File: src/rtl/ecp_turn_pkg.sv
package ecp_turn_pkg;
  typedef enum logic [2:0] {
    MODE_COMPAT = 3'b000,
    MODE_PS2    = 3'b001,
    MODE_ECP    = 3'b011
  } ecp_mode_e;

  typedef enum logic [1:0] {
    PH_FWD_IDLE = 2'b00,
    PH_FWD_ECP  = 2'b01,
    PH_REV_IDLE = 2'b10,
    PH_MOVING   = 2'b11
  } ecp_phase_e;

  typedef enum logic [4:0] {
    S_FIDLE, S_FECP, S_REV,
    S_FDRAIN,
    S_R_PS2, S_R_DIR, S_R_REQ, S_R_WAIT, S_R_ECP,
    S_X_REL, S_X_WAIT, S_X_DRAIN, S_X_HS, S_X_PS2, S_X_DIR, S_X_ECP,
    S_RC_PS2, S_RC_DIR
  } turn_state_e;
endpackage

File: src/rtl/ecp_wait_timer.sv
module ecp_wait_timer #(
  parameter int TW = 16
) (
  input  logic          clk,
  input  logic          rst_n,
  input  logic          load,
  input  logic [TW-1:0] limit,
  input  logic          run,
  output logic          expired
);
  logic [TW-1:0] cnt_q;

  function automatic logic [TW-1:0] count_down(input logic [TW-1:0] v);
    return (v == '0) ? v : v - 1'b1;
  endfunction

  always_ff @(posedge clk or negedge rst_n) begin
    if (!rst_n)    cnt_q <= '0;
    else if (load) cnt_q <= limit;
    else if (run)  cnt_q <= count_down(cnt_q);
  end

  assign expired = (cnt_q == '0);

  // a running count never wraps upward
  assert_timer_monotonic_R4: assert property (@(posedge clk) disable iff (!rst_n)
    $past(run) && !$past(load) |-> cnt_q <= $past(cnt_q));
endmodule

File: src/rtl/ecp_shadow_buf.sv
module ecp_shadow_buf #(
  parameter int DEPTH = 8,
  parameter int DW    = 8,
  localparam int AW   = $clog2(DEPTH),
  localparam int CW   = $clog2(DEPTH + 1)
) (
  input  logic          clk,
  input  logic          rst_n,
  input  logic          push,
  input  logic [DW-1:0] din,
  input  logic          pop,
  output logic [DW-1:0] dout,
  output logic [CW-1:0] count,
  output logic          full,
  output logic          empty
);
  logic [DW-1:0] mem [DEPTH];
  logic [AW-1:0] wr_q, rd_q;
  logic [CW-1:0] cnt_q;
  logic          do_pop;

  function automatic logic [AW-1:0] ptr_inc(input logic [AW-1:0] p);
    return (int'(p) == DEPTH - 1) ? '0 : p + 1'b1;
  endfunction

  assign do_pop = pop && !empty;

  always_ff @(posedge clk or negedge rst_n) begin
    if (!rst_n) begin
      wr_q  <= '0;
      rd_q  <= '0;
      cnt_q <= '0;
    end else begin
      if (push)   wr_q <= ptr_inc(wr_q);
      if (do_pop) rd_q <= ptr_inc(rd_q);
      cnt_q <= cnt_q + CW'(push) - CW'(do_pop);
    end
  end

  always_ff @(posedge clk) begin
    if (push) mem[wr_q] <= din;
  end

  assign dout  = mem[rd_q];
  assign count = cnt_q;
  assign full  = (int'(cnt_q) == DEPTH);
  assign empty = (cnt_q == '0);

  // nothing is ever written into a full shadow buffer
  assert_no_push_full_R7: assert property (@(posedge clk) disable iff (!rst_n)
    push |-> !full);
endmodule

File: src/rtl/ecp_turn_ctrl.sv
module ecp_turn_ctrl #(
  parameter int TIMER_W      = 16,
  parameter int SHADOW_DEPTH = 8,
  parameter int DATA_W       = 8,
  localparam int CW          = $clog2(SHADOW_DEPTH + 1)
) (
  input  logic               clk,
  input  logic               rst_n,
  input  logic               cmd_rev_i,
  input  logic               cmd_fwd_i,
  input  logic [TIMER_W-1:0] wait_limit_i,
  input  logic               periph_ack_i,
  input  logic               periph_clk_i,
  input  logic               ack_rev_n_i,
  output logic [2:0]         mode_o,
  output logic               dir_read_o,
  output logic               rev_req_n_o,
  output logic               hs_engine_o,
  input  logic               fifo_empty_i,
  input  logic [DATA_W-1:0]  fifo_data_i,
  output logic               fifo_rd_o,
  input  logic               shadow_rd_i,
  output logic [DATA_W-1:0]  shadow_data_o,
  output logic               shadow_empty_o,
  output logic [CW-1:0]      shadow_count_o,
  output logic [1:0]         phase_o,
  output logic               link_fail_o,
  output logic               overflow_o
);
  import ecp_turn_pkg::*;

  turn_state_e state_q;
  ecp_mode_e   mode_q;
  logic        dir_q, req_n_q, hs_q, fail_q, ovf_q;
  logic        tmr_load, tmr_run, tmr_expired;
  logic        sh_full, wait_state, wait_met;

  function automatic logic exit_combo(input logic pack, input logic pclk, input logic arn);
    return !pack && pclk && arn;
  endfunction

  function automatic ecp_phase_e phase_of(input turn_state_e s);
    case (s)
      S_FIDLE: return PH_FWD_IDLE;
      S_FECP:  return PH_FWD_ECP;
      S_REV:   return PH_REV_IDLE;
      default: return PH_MOVING;
    endcase
  endfunction

  assign wait_state = (state_q == S_FDRAIN) || (state_q == S_R_WAIT) || (state_q == S_X_WAIT);
  always_comb begin
    case (state_q)
      S_FDRAIN: wait_met = fifo_empty_i;
      S_R_WAIT: wait_met = !ack_rev_n_i;
      S_X_WAIT: wait_met = exit_combo(periph_ack_i, periph_clk_i, ack_rev_n_i);
      default:  wait_met = 1'b0;
    endcase
  end

  assign tmr_load = (state_q == S_R_REQ) || (state_q == S_X_REL) ||
                    (state_q == S_FECP && cmd_rev_i);
  assign tmr_run  = wait_state && !wait_met;

  ecp_wait_timer #(.TW(TIMER_W)) u_timer (
    .clk(clk), .rst_n(rst_n), .load(tmr_load), .limit(wait_limit_i),
    .run(tmr_run), .expired(tmr_expired)
  );

  assign fifo_rd_o = (state_q == S_X_DRAIN) && !fifo_empty_i && !sh_full;

  ecp_shadow_buf #(.DEPTH(SHADOW_DEPTH), .DW(DATA_W)) u_shadow (
    .clk(clk), .rst_n(rst_n), .push(fifo_rd_o), .din(fifo_data_i),
    .pop(shadow_rd_i), .dout(shadow_data_o), .count(shadow_count_o),
    .full(sh_full), .empty(shadow_empty_o)
  );

  always_ff @(posedge clk or negedge rst_n) begin
    if (!rst_n) begin
      state_q <= S_FIDLE;
      mode_q  <= MODE_PS2;
      dir_q   <= 1'b0;
      req_n_q <= 1'b1;
      hs_q    <= 1'b0;
      fail_q  <= 1'b0;
      ovf_q   <= 1'b0;
    end else begin
      case (state_q)
        S_FIDLE: if (cmd_rev_i) begin
          fail_q <= 1'b0; ovf_q <= 1'b0; state_q <= S_R_PS2;
        end
        S_FECP: if (cmd_rev_i) begin
          fail_q <= 1'b0; ovf_q <= 1'b0; state_q <= S_FDRAIN;
        end
        S_REV: if (cmd_fwd_i) begin
          fail_q <= 1'b0; ovf_q <= 1'b0; state_q <= S_X_REL;
        end
        S_FDRAIN, S_R_WAIT, S_X_WAIT: begin
          if (wait_met) begin
            case (state_q)
              S_FDRAIN: state_q <= S_R_PS2;
              S_R_WAIT: state_q <= S_R_ECP;
              default:  state_q <= S_X_DRAIN;
            endcase
          end else if (tmr_expired) begin
            fail_q <= 1'b1; state_q <= S_RC_PS2;
          end
        end
        S_R_PS2: begin mode_q <= MODE_PS2; state_q <= S_R_DIR; end
        S_R_DIR: begin dir_q <= 1'b1; state_q <= S_R_REQ; end
        S_R_REQ: begin req_n_q <= 1'b0; state_q <= S_R_WAIT; end
        S_R_ECP: begin mode_q <= MODE_ECP; hs_q <= 1'b1; state_q <= S_REV; end
        S_X_REL: begin req_n_q <= 1'b1; state_q <= S_X_WAIT; end
        S_X_DRAIN: begin
          if (fifo_empty_i) state_q <= S_X_HS;
          else if (sh_full) begin ovf_q <= 1'b1; state_q <= S_RC_PS2; end
        end
        S_X_HS:  begin hs_q <= 1'b0; state_q <= S_X_PS2; end
        S_X_PS2: begin mode_q <= MODE_PS2; state_q <= S_X_DIR; end
        S_X_DIR: begin dir_q <= 1'b0; state_q <= S_X_ECP; end
        S_X_ECP: begin mode_q <= MODE_ECP; state_q <= S_FECP; end
        S_RC_PS2: begin
          req_n_q <= 1'b1; hs_q <= 1'b0; mode_q <= MODE_PS2; state_q <= S_RC_DIR;
        end
        S_RC_DIR: begin dir_q <= 1'b0; state_q <= S_FIDLE; end
        default: state_q <= S_FIDLE;
      endcase
    end
  end

  assign mode_o      = mode_q;
  assign dir_read_o  = dir_q;
  assign rev_req_n_o = req_n_q;
  assign hs_engine_o = hs_q;
  assign phase_o     = phase_of(state_q);
  assign link_fail_o = fail_q;
  assign overflow_o  = ovf_q;

  // direction only flips while the port already sits in PS/2 mode
  assert_dir_in_ps2_R2: assert property (@(posedge clk) disable iff (!rst_n)
    (dir_read_o != $past(dir_read_o)) |-> $past(mode_o) == MODE_PS2);

  // reverse request is only active with the host off the data lines
  assert_req_needs_read_R3: assert property (@(posedge clk) disable iff (!rst_n)
    !rev_req_n_o |-> dir_read_o);

  // the ECP engine only owns the handshake in ECP mode, reading
  assert_engine_in_ecp_R3: assert property (@(posedge clk) disable iff (!rst_n)
    hs_engine_o |-> (mode_o == MODE_ECP) && dir_read_o);

  // a link failure is raised only by an expired timer
  assert_fail_from_timer_R4: assert property (@(posedge clk) disable iff (!rst_n)
    $rose(link_fail_o) |-> $past(tmr_expired));

  // leaving ECP with data still queued happens only with an error flagged
  assert_no_silent_loss_R7: assert property (@(posedge clk) disable iff (!rst_n)
    ($past(mode_o) == MODE_ECP) && (mode_o != MODE_ECP) && !$past(fifo_empty_i)
      |-> link_fail_o || overflow_o);

  // go-forward in forward idle leaves the block in forward idle
  assert_ignore_fwd_R10: assert property (@(posedge clk) disable iff (!rst_n)
    (state_q == S_FIDLE) && !cmd_rev_i |=> state_q == S_FIDLE);
endmodule

File: config.mk
export PLATFORM = sky130hd
export DESIGN_NAME = ecp_turn_ctrl
export DESIGN_NICKNAME = d
export VERILOG_FILES = /design/src/rtl/ecp_turn_pkg.sv /design/src/rtl/ecp_wait_timer.sv /design/src/rtl/ecp_shadow_buf.sv /design/src/rtl/ecp_turn_ctrl.sv
export SDC_FILE = /design/constraint.sdc
export NUM_CORES = 1
export LEC_CHECK = 0
export ABC_CLOCK_PERIOD_IN_PS = 2600
export BUFFER_PORTS_ARGS = -buffer_cell sky130_fd_sc_hd__buf_2
export CORE_MARGIN = 2
export CORE_UTILIZATION = 40
export CTS_BUF_LIST = sky130_fd_sc_hd__clkbuf_4
export CTS_CLUSTER_SIZE = 24
export DETAILED_ROUTE_END_ITERATION = 10
export HOLD_SLACK_MARGIN = 0.02
export PLACE_DENSITY = 0.59
export SYNTH_ARGS = -nofsm -noshare
export SYNTH_HDL_FRONTEND = slang
export SYNTH_SLANG_ARGS = --single-unit
export TNS_END_PERCENT = 30
File: constraint.sdc
create_clock -name clk -period 2.6 [get_ports clk]
set_input_delay 0.65 -clock clk [delete_from_list [all_inputs] [get_ports clk]]
set_output_delay 0.65 -clock clk [all_outputs]
set_load 0.02 [all_outputs]
### After elaboration in Yosys (flattened, before gate mapping)

Memory sizes are Yosys's and may differ from the RTL's.
Cells that the tools add are included.

| operators by class | value |
|---|---|
| equal/unequal tests | 31 |
| $add $sub $neg | 5 |
| multiplexer cells | 30 |
| reductions and logical operators | 38 |

Operator list:

| operator | count |
|---|---|
| $pmux 5 s15 | 1 |
| $mux 16 | 3 |
| $eq 5x4->1 const B | 8 |
| $mux 5 | 7 |
| $eq 5x3->1 const B | 4 |
| $logic_not 16->1 | 1 |
| $ne 2x2->1 const B | 8 |
| $sub 16x1->16 const B | 1 |
| $reduce_and 5->1 | 3 |
| $eq 5x2->1 const B | 2 |
| $eq 5x5->1 const B | 2 |
| $reduce_bool 2->1 | 5 |
| $reduce_or 2->1 | 5 |
| $pmux 1 s3 | 3 |
| $mux 1 | 8 |
| $pmux 4 s2 | 1 |
| $logic_and 1x1->1 | 7 |
| $add 3x1->3 const B | 2 |
| $eq 3x1->1 const B | 2 |
| $logic_not 1->1 | 6 |
| $mux 3 | 2 |
| $ne 3x3->1 const B | 2 |
| $pmux 1 s2 | 3 |
| $pmux 2 s3 | 1 |
| 12 further kinds | 17 |

| word-level totals | value |
|---|---|
| input port bits | 33 |
| output and inout port bits | 24 |
| memories kept | 1 |
| register bits | 39 |
| logic and storage cells | 116 |
| memory bits (writable) | 64 |

Memories:

| name | depth | bits a word | read ports | clocked after Yosys merged registers in | write ports | line | source |
|---|---|---|---|---|---|---|---|
| u_shadow.mem | 8 | 8 | 1 | 0 | 1 | ecp_shadow_buf.sv:17 | `logic [DW-1:0] mem [DEPTH];` |

### Depth between registers and ports, before layout

Gate-level depths: netlist (run 1).

| logic depth | value |
|---|---|
| word-level depth | 8 |
| gate-level depth with buffers | 11 |
| mapped depth without buffers | 11 |

### By module

Synthesis (run 1) repeated with hierarchy kept, for this count alone.

| second synthesis, totals | value |
|---|---|
| cells, all modules | 388 |
| area, all modules | 5067.4 um^2 |

By module, submodules not included:

| module | area an instance (um^2) | times used | cells an instance |
|---|---|---|---|
| ecp_shadow_buf | 3084.2 | 1 | 151 |
| ecp_wait_timer | 1037.2 | 1 | 117 |
| ecp_turn_ctrl | 945.9 | 1 | 120 |

### Least setup slack after synthesis (run 1)

No wires, ideal clock.

| timing path | value |
|---|---|
| path type | register to register |
| start | register state_q[2] |
| end | memory u_shadow.mem[4][0], enable pin |
| clock period less this slack | 2931 ps |
| setup time | 385 ps |
| path buffers | 1 |
| cell stages (with the launch flop) | 6 |
| required time | 2215 ps |
| path slack | -331 ps |
| arrival time | 2546 ps |
| cells stage by stage | dfrtp_1 > buf_2 > or3b_4 > a2111oi_4 > nand2b_1 > nor3b_1 |

| on the way | value |
|---|---|
| longest elaborated chain between the ends | 5 |

RTL lines:

| item | line | source |
|---|---|---|
| start: declaration | ecp_turn_ctrl.sv:32 | `turn_state_e state_q;` |
| start signal: assignment | ecp_turn_ctrl.sv:80 | `state_q <= S_FIDLE;` |
| start signal: assignment | ecp_turn_ctrl.sv:90 | `fail_q <= 1'b0; ovf_q <= 1'b0; state_q <= S_R_PS2;` |
| start signal: assignment | ecp_turn_ctrl.sv:93 | `fail_q <= 1'b0; ovf_q <= 1'b0; state_q <= S_FDRAIN;` |
| $eq 5x4->1 | ecp_turn_ctrl.sv:70 | `assign fifo_rd_o = (state_q == S_X_DRAIN) && !fifo_empty_i && !sh_full;` |
| $logic_and 1x1->1 (2 in series) | ecp_turn_ctrl.sv:70 |  |
| named net fifo_rd_o | ecp_turn_ctrl.sv:21 | `output logic fifo_rd_o,` |
| $mux 1 | ecp_shadow_buf.sv:41 | `if (push) mem[wr_q] <= din;` |
| $mux 1 (implied by the code) | ecp_shadow_buf.sv:41 |  |
| end: declaration | ecp_shadow_buf.sv:17 |  |

The timed path passes the listed nets, and every way through them passes these cells.

### Worst setup path after layout (run 1)

| timing path | value |
|---|---|
| start | register u_shadow.rd_q[0] |
| end | output shadow_data_o[1] |

| on the way | value |
|---|---|
| longest elaborated chain between the ends | 1 |

RTL lines:

| item | line | source |
|---|---|---|
| start: declaration | ecp_shadow_buf.sv:18 | `logic [AW-1:0] wr_q, rd_q;` |
| start signal: assignment | ecp_shadow_buf.sv:35 | `if (do_pop) rd_q <= ptr_inc(rd_q);` |
| $mem_v2 8x8 | n/a |  |
| end: declaration | ecp_turn_ctrl.sv:23 | `output logic [DATA_W-1:0] shadow_data_o,` |

Every way passes these cells.

==> impl_metrics.ini, run 1 <==
[clocking]
clk_pin_slew_worst_paths_ps = 150
clk_path_buf_depth = 2
clk_latency_ps = 460
cts_tree = yes
cts_made_buffers = 9
clockRootBuffer = clkbuf_4
htreeDepth = 3
numClockSinks = 101

[power]
intPower_mw = 3.88
leakagePower_nw = 2.23
pwr-share-comb_pct = 47.4
peakVddDrop_v = 0.000528
seqPwrFrac_pct = 37.6
p_switching_mw = 2.49
pwr-share-clk_pct = 14.9
finalPower_mw = 6.37
swShare_pct = 39.1
power_density_nw_per_um2 = 1080

[synth]
ys_seq_elements = 101
synth_area_leader_cell = edfxtp_1
synth.cell_area_sq_um = 4980
synth_top_area_share_pct = 38.6
synth_cell_types = 66
ys_seq_area_share_pct = 57.2
synthCells = 394
synth_area_leaders = edfxtp_1 39%, dfrtp_1 18%, mux4_2 7.2%
synth_edf_count = 64
async_flop_share_pct = 36.6
ys.flop_type = edfxtp_1
ys_warn_count = 0
syn_area_per_cell_sq_um = 12.6
synth_common_cells = 64 x edfxtp_1, 36 x dfrtp_1, 23 x nand2_1
synth.most_common_cell = edfxtp_1
syn_nets = 439

[floorplanning]
die_h_um = 116
die_area_sq_um = 13400
pin_count = 57
die_w_um = 116
core_sq_um = 12100
start_util_pct = 41.1
num_rows = 40

[route]
drc_errors = 0
wirelength_mm = 10.4
via_count = 3436
wl_per_cell_um = 16.3
dr.pass1.iters = 4
drtIter0Drc = 207
route.antenna.remaining_nets = 0
vias_per_cell = 5.37

[final_layout]
stdcell_area_sq_um = 5890
stdcell_count = 640
final_nets = 512
syn2layout_area_growth_pct = 18.1
drive_gt1_share_pct = 31.6
antennaDiodeCount = 0
fin_util_pct = 48.6

[timing]
hold_viol_final = 0
fin_crit_ps = 2680
maxSlewHeadroom_pct = 41.7
rsz0062_at_grt = true
tightestPinTransition_ps = 875
finalCritPeriodShare_pct = 103
finalClockSkew_ps = 11.9
maxClockFrequency_mhz = 373
setup_slack_ps = -79.3
setup_viol = 8
slew_violations = 0

[global_route]
grt_pass1_vias = 3303
grt-ovfl-total = 0
grt_usage_pct = 16.3
antenna_found_initial = 0
grt_max_degree = 38
grt_pass1_wl_mm = 16.8

[placed_design]
gp_congestion = 0.850
dpl_cell_area_sq_um = 5600
portBuffers = 54
placedCellCount = 613
dp_hpwl_mm = 6.97

[setup_path]
worst_setup_path_start_kind = register
critPathKind = reg -> out
end_kind = output pin
worstPathRequired_ps = 1950
cp.arrival_ps = 2030
critPathMaxFanout = 9

[hold_path]
hold_class = in -> async

[status]
violations = negative setup slack
status = finished, violations left

[run]
drv_cap = 0
-- worst paths after layout --
kind	from	end	slack [ps]	depth (start not counted)
max	u_shadow.rd_q[0]	shadow_data_o[1]	-80	4
min	rst_n	dir_read_o	290	1
max reg2reg	state_q[4]	u_shadow.mem[4][4]	180	7
min reg2reg	hs_engine_o	hs_engine_o	520	1
max in group asynchronous	rst_n	state_q[2]	1710	1
min in group clk	wait_limit_i[2]	u_timer.cnt_q[2]	370	3
-- layout by cell type (no fill, tap or decap), types with 12 or more instances in the layout --
cell and n:
nor3_1 13, or4_1 13, a21oi_1 14, buf_2 52, o21ai_0 15, mux4_2 16
nor2_1 19, nand2_1 23, inv_1 13, nand3_1 12, dfrtp_1 32, edfxtp_1 64
buf_4 32
-- critical path, stage by stage (launching register included) --
cell	delay, ps
dfrtp_2	450
buf_12	160
mux4_2	510
mux2_2	290
buf_2	160
-- sequential cells by signal, indices dropped and copies added (netlist names) --
register and cells:
link_fail_o 1, u_shadow.rd_q 3, dir_read_o 1, u_shadow.count 4, u_shadow.wr_q 3, overflow_o 1, u_timer.cnt_q 16, u_shadow.mem 64
mode_o 1, hs_engine_o 1, rev_req_n_o 1, state_q 5
-- stage by stage --
stage               hold WS (ps)  TNS (ps)  setup slack [ps]
floorplan                    354      -484             -27.6
CTS                          301      -804              -115
detailed placement           486         0               130
global route                 326     -1220              -167
finish                       286      -485             -79.3
global placement             478         0               205
-- logic make-up after synthesis --
kind of cell               Yosys count  share of synthesized area [%]
AOI/OAI and AO/OA                   70                           9.84
xor gates and xnor gates             2                          0.352
adders and majority gates           12                           3.16
buffers and inverters               41                           3.56
DFF                                101                           57.2
muxes                               30                           10.4
other                                2                          0.151
and+or+nand+nor                    136                           15.4
-- routing by layer --
| metal | global-route usage [%] | vias up | part of all wire [%] |
|---|---|---|---|
| met5 | 0 | - | 0 |
| met4 | 4.84 | 0 | 1.2 |
| met3 | 3.71 | 11 | 4.4 |
| met2 | 27.2 | 82 | 50 |
| met1 | 21.5 | 1681 | 44 |
| li1 | - | 1662 | - |
-- final cells by class --
class	instances	area (sq um)
flip-flops and latches	101	2850
well taps	168	210
inverters	14	52.6
fillers	1136	6230
clock inverters	6	91.3
repair buffers	89	597
multi-input cells	252	2010
clock buffers	10	75.1
-- power by group through the flow --
stage | registers, mW | clock network [mW] | logic [mW]
6_report | 2.40 | 0.951 | 3.02
4_1_cts | 2.41 | 0.985 | 2.89
2_1_floorplan | 2.36 | 0 | 2.10
5_1_grt | 2.44 | 1.04 | 3.36
3_3_place_gp | 2.43 | 0 | 2.82
3_5_place_dp | 2.44 | 0 | 2.87
-- timing repair --
item                       4_1_cts  5_1_grt
setup endpoints to repair        9       11
cloned                           0        1
pin swaps                        0        1
buffers inserted                 1        9
resized for setup                3        6
hold buffers                     0        0
(Power assumes the default switching activity.)
==> inputs of run 2 (changes only) <==
--- a/config.mk
+++ b/config.mk
@@ -15,3 +15,3 @@
 export HOLD_SLACK_MARGIN = 0.02
-export PLACE_DENSITY = 0.59
+export PLACE_DENSITY = 0.57
 export SYNTH_ARGS = -nofsm -noshare
==> constraint.sdc (replaced) <==
create_clock -name clk -period 2.6 [get_ports clk]
set_input_delay 0.13 -clock clk [delete_from_list [all_inputs] [get_ports clk]]
set_output_delay 0.13 -clock clk [all_outputs]
set_load 0.02 [all_outputs]
==> impl_metrics.ini, run 2 (synthesized netlist as in run 1, its figures left out) <==
[timing]
setup_viol = 0
tightestPinTransition_ps = 917
finalCritPeriodShare_pct = 90.9
hold_viol_final = 0
maxClockFrequency_mhz = 423
fin_crit_ps = 2360
slew_violations = 0
setup_slack_ps = 236
rsz0062_at_grt = false
maxSlewHeadroom_pct = 38.9
finalClockSkew_ps = 9.62

[global_route]
grt-ovfl-total = 0
antenna_found_initial = 0
grt_pass1_vias = 3453
grt_pass1_wl_mm = 17.4
grt_max_degree = 38
grt_usage_pct = 16.8

[setup_path]
critPathMaxFanout = 18
worst_setup_path_start_kind = register
cp.arrival_ps = 2230
path_cells = mux4_2 -> mux2_2 -> buf_2
cp.buffers_inverters = 1
slowest_delay_ps = 920
critPathKind = reg -> out
crit_family = flip-flops
crit_slowest_cell = dfrtp_1
end_kind = output pin
worstPathRequired_ps = 2470

[floorplanning]
start_util_pct = 41.1
pin_count = 57
die_h_um = 116
core_sq_um = 12100
num_rows = 40
die_w_um = 116
die_area_sq_um = 13400

[placed_design]
portBuffers = 54
dp_hpwl_mm = 7.03
post-place-ws_ps = 252
dpl_cell_area_sq_um = 5590
placedCellCount = 615
gp_congestion = 0.817

[final_layout]
stdcell_count = 656
final_cell_mix = 64 x edfxtp_1, 54 x buf_2, 36 x dfrtp_1
regMostFlops = u_shadow.mem
largest_registers = u_shadow.mem: 64 flops, u_timer.cnt_q: 16 flops, state_q: 5 flops
final_common_cell = edfxtp_1
stdcell_area_sq_um = 5960
antennaDiodeCount = 0
drive_gt1_share_pct = 27.5
largest_reg_flops = 64
syn2layout_area_growth_pct = 19.5
final_nets = 528

[hold_path]
hold_class = in -> reg

[route]
dr.pass1.iters = 4
wirelength_mm = 10.6
drtIter0Drc = 166
drc_errors = 0
via_count = 3492
vias_per_cell = 5.32
wl_per_cell_um = 16.1
route.antenna.remaining_nets = 0

[power]
power_density_nw_per_um2 = 1000
peakVddDrop_v = 0.000551
leakagePower_nw = 2.25

[clocking]
cts_made_buffers = 9
numClockSinks = 101
clk_latency_ps = 450
post-cts-setup-buffers = 0
clockRootBuffer = clkbuf_4
clk_pin_slew_worst_paths_ps = 150
cts_resized = 0
ctsHoldBuffers = 25
clk_path_buf_depth = 2
htreeDepth = 3
cts_tree = yes

[run]
drv_cap = 0

[status]
status = finished clean
## run 2: worst paths after layout
path / from / end / slack, ps / depth (start not counted)
worst max-delay path: u_shadow.rd_q[1] / shadow_data_o[0] / 240 / 3
max in group asynchronous: rst_n / u_timer.cnt_q[13] / 1700 / 2
worst min-delay path: shadow_rd_i / u_shadow.rd_q[0] / 110 / 3
min in group asynchronous: rst_n / dir_read_o / 330 / 2
worst max register to register: u_shadow.count[1] / u_shadow.count[1] / 250 / 10
worst min register to register: hs_engine_o / hs_engine_o / 530 / 1
## run 2: area by class of cell
class	count	area, sq um
fillers	1098	6150
flip-flops and latches	101	2850
multi-input cells	252	2000
repair buffers	105	728
well taps	168	210
clock buffers	11	82.6
inverters	14	52.6
clock inverters	5	35.0
## run 2: metal layers
metal	GRT usage [%]	vias to the layer above	part of all wire, %
met2	28.1	76	49
met3	4.08	8	4.7
met4	3.25	0	1.0
met1	22.6	1719	45
met5	0	-	0
li1	-	1689	-
## run 2: worst reg2reg max path, stage by stage, from the launching register on
cell	delay [ps]
dfrtp_1	470
nor2_1	290
and2_1	180
nand2b_1	190
inv_1	70
ha_1	270
inv_1	60
ha_1	160
inv_1	60
fa_1	480
inv_1	40
## run 2: report_power, final
group	leakage, nW	switching (mW)	total (mW)	internal (mW)
clock	0.0693	0.518	0.741	0.224
combinational	1.16	1.50	2.82	1.31
sequential	1.02	0.410	2.42	2.01
## run 2: metrics by stage
step                      util [%]  power, mW  TNS (ps)  hold slack (ps)
final                         49.2       5.98         0              107
after global routing          49.2       6.48         0             97.4
after CTS                     49.2       6.06         0             83.6
after detailed placement      46.1       5.27         0              314
after global placement        46.1       5.21         0              310
after floorplan                  -       4.46      -484             -166
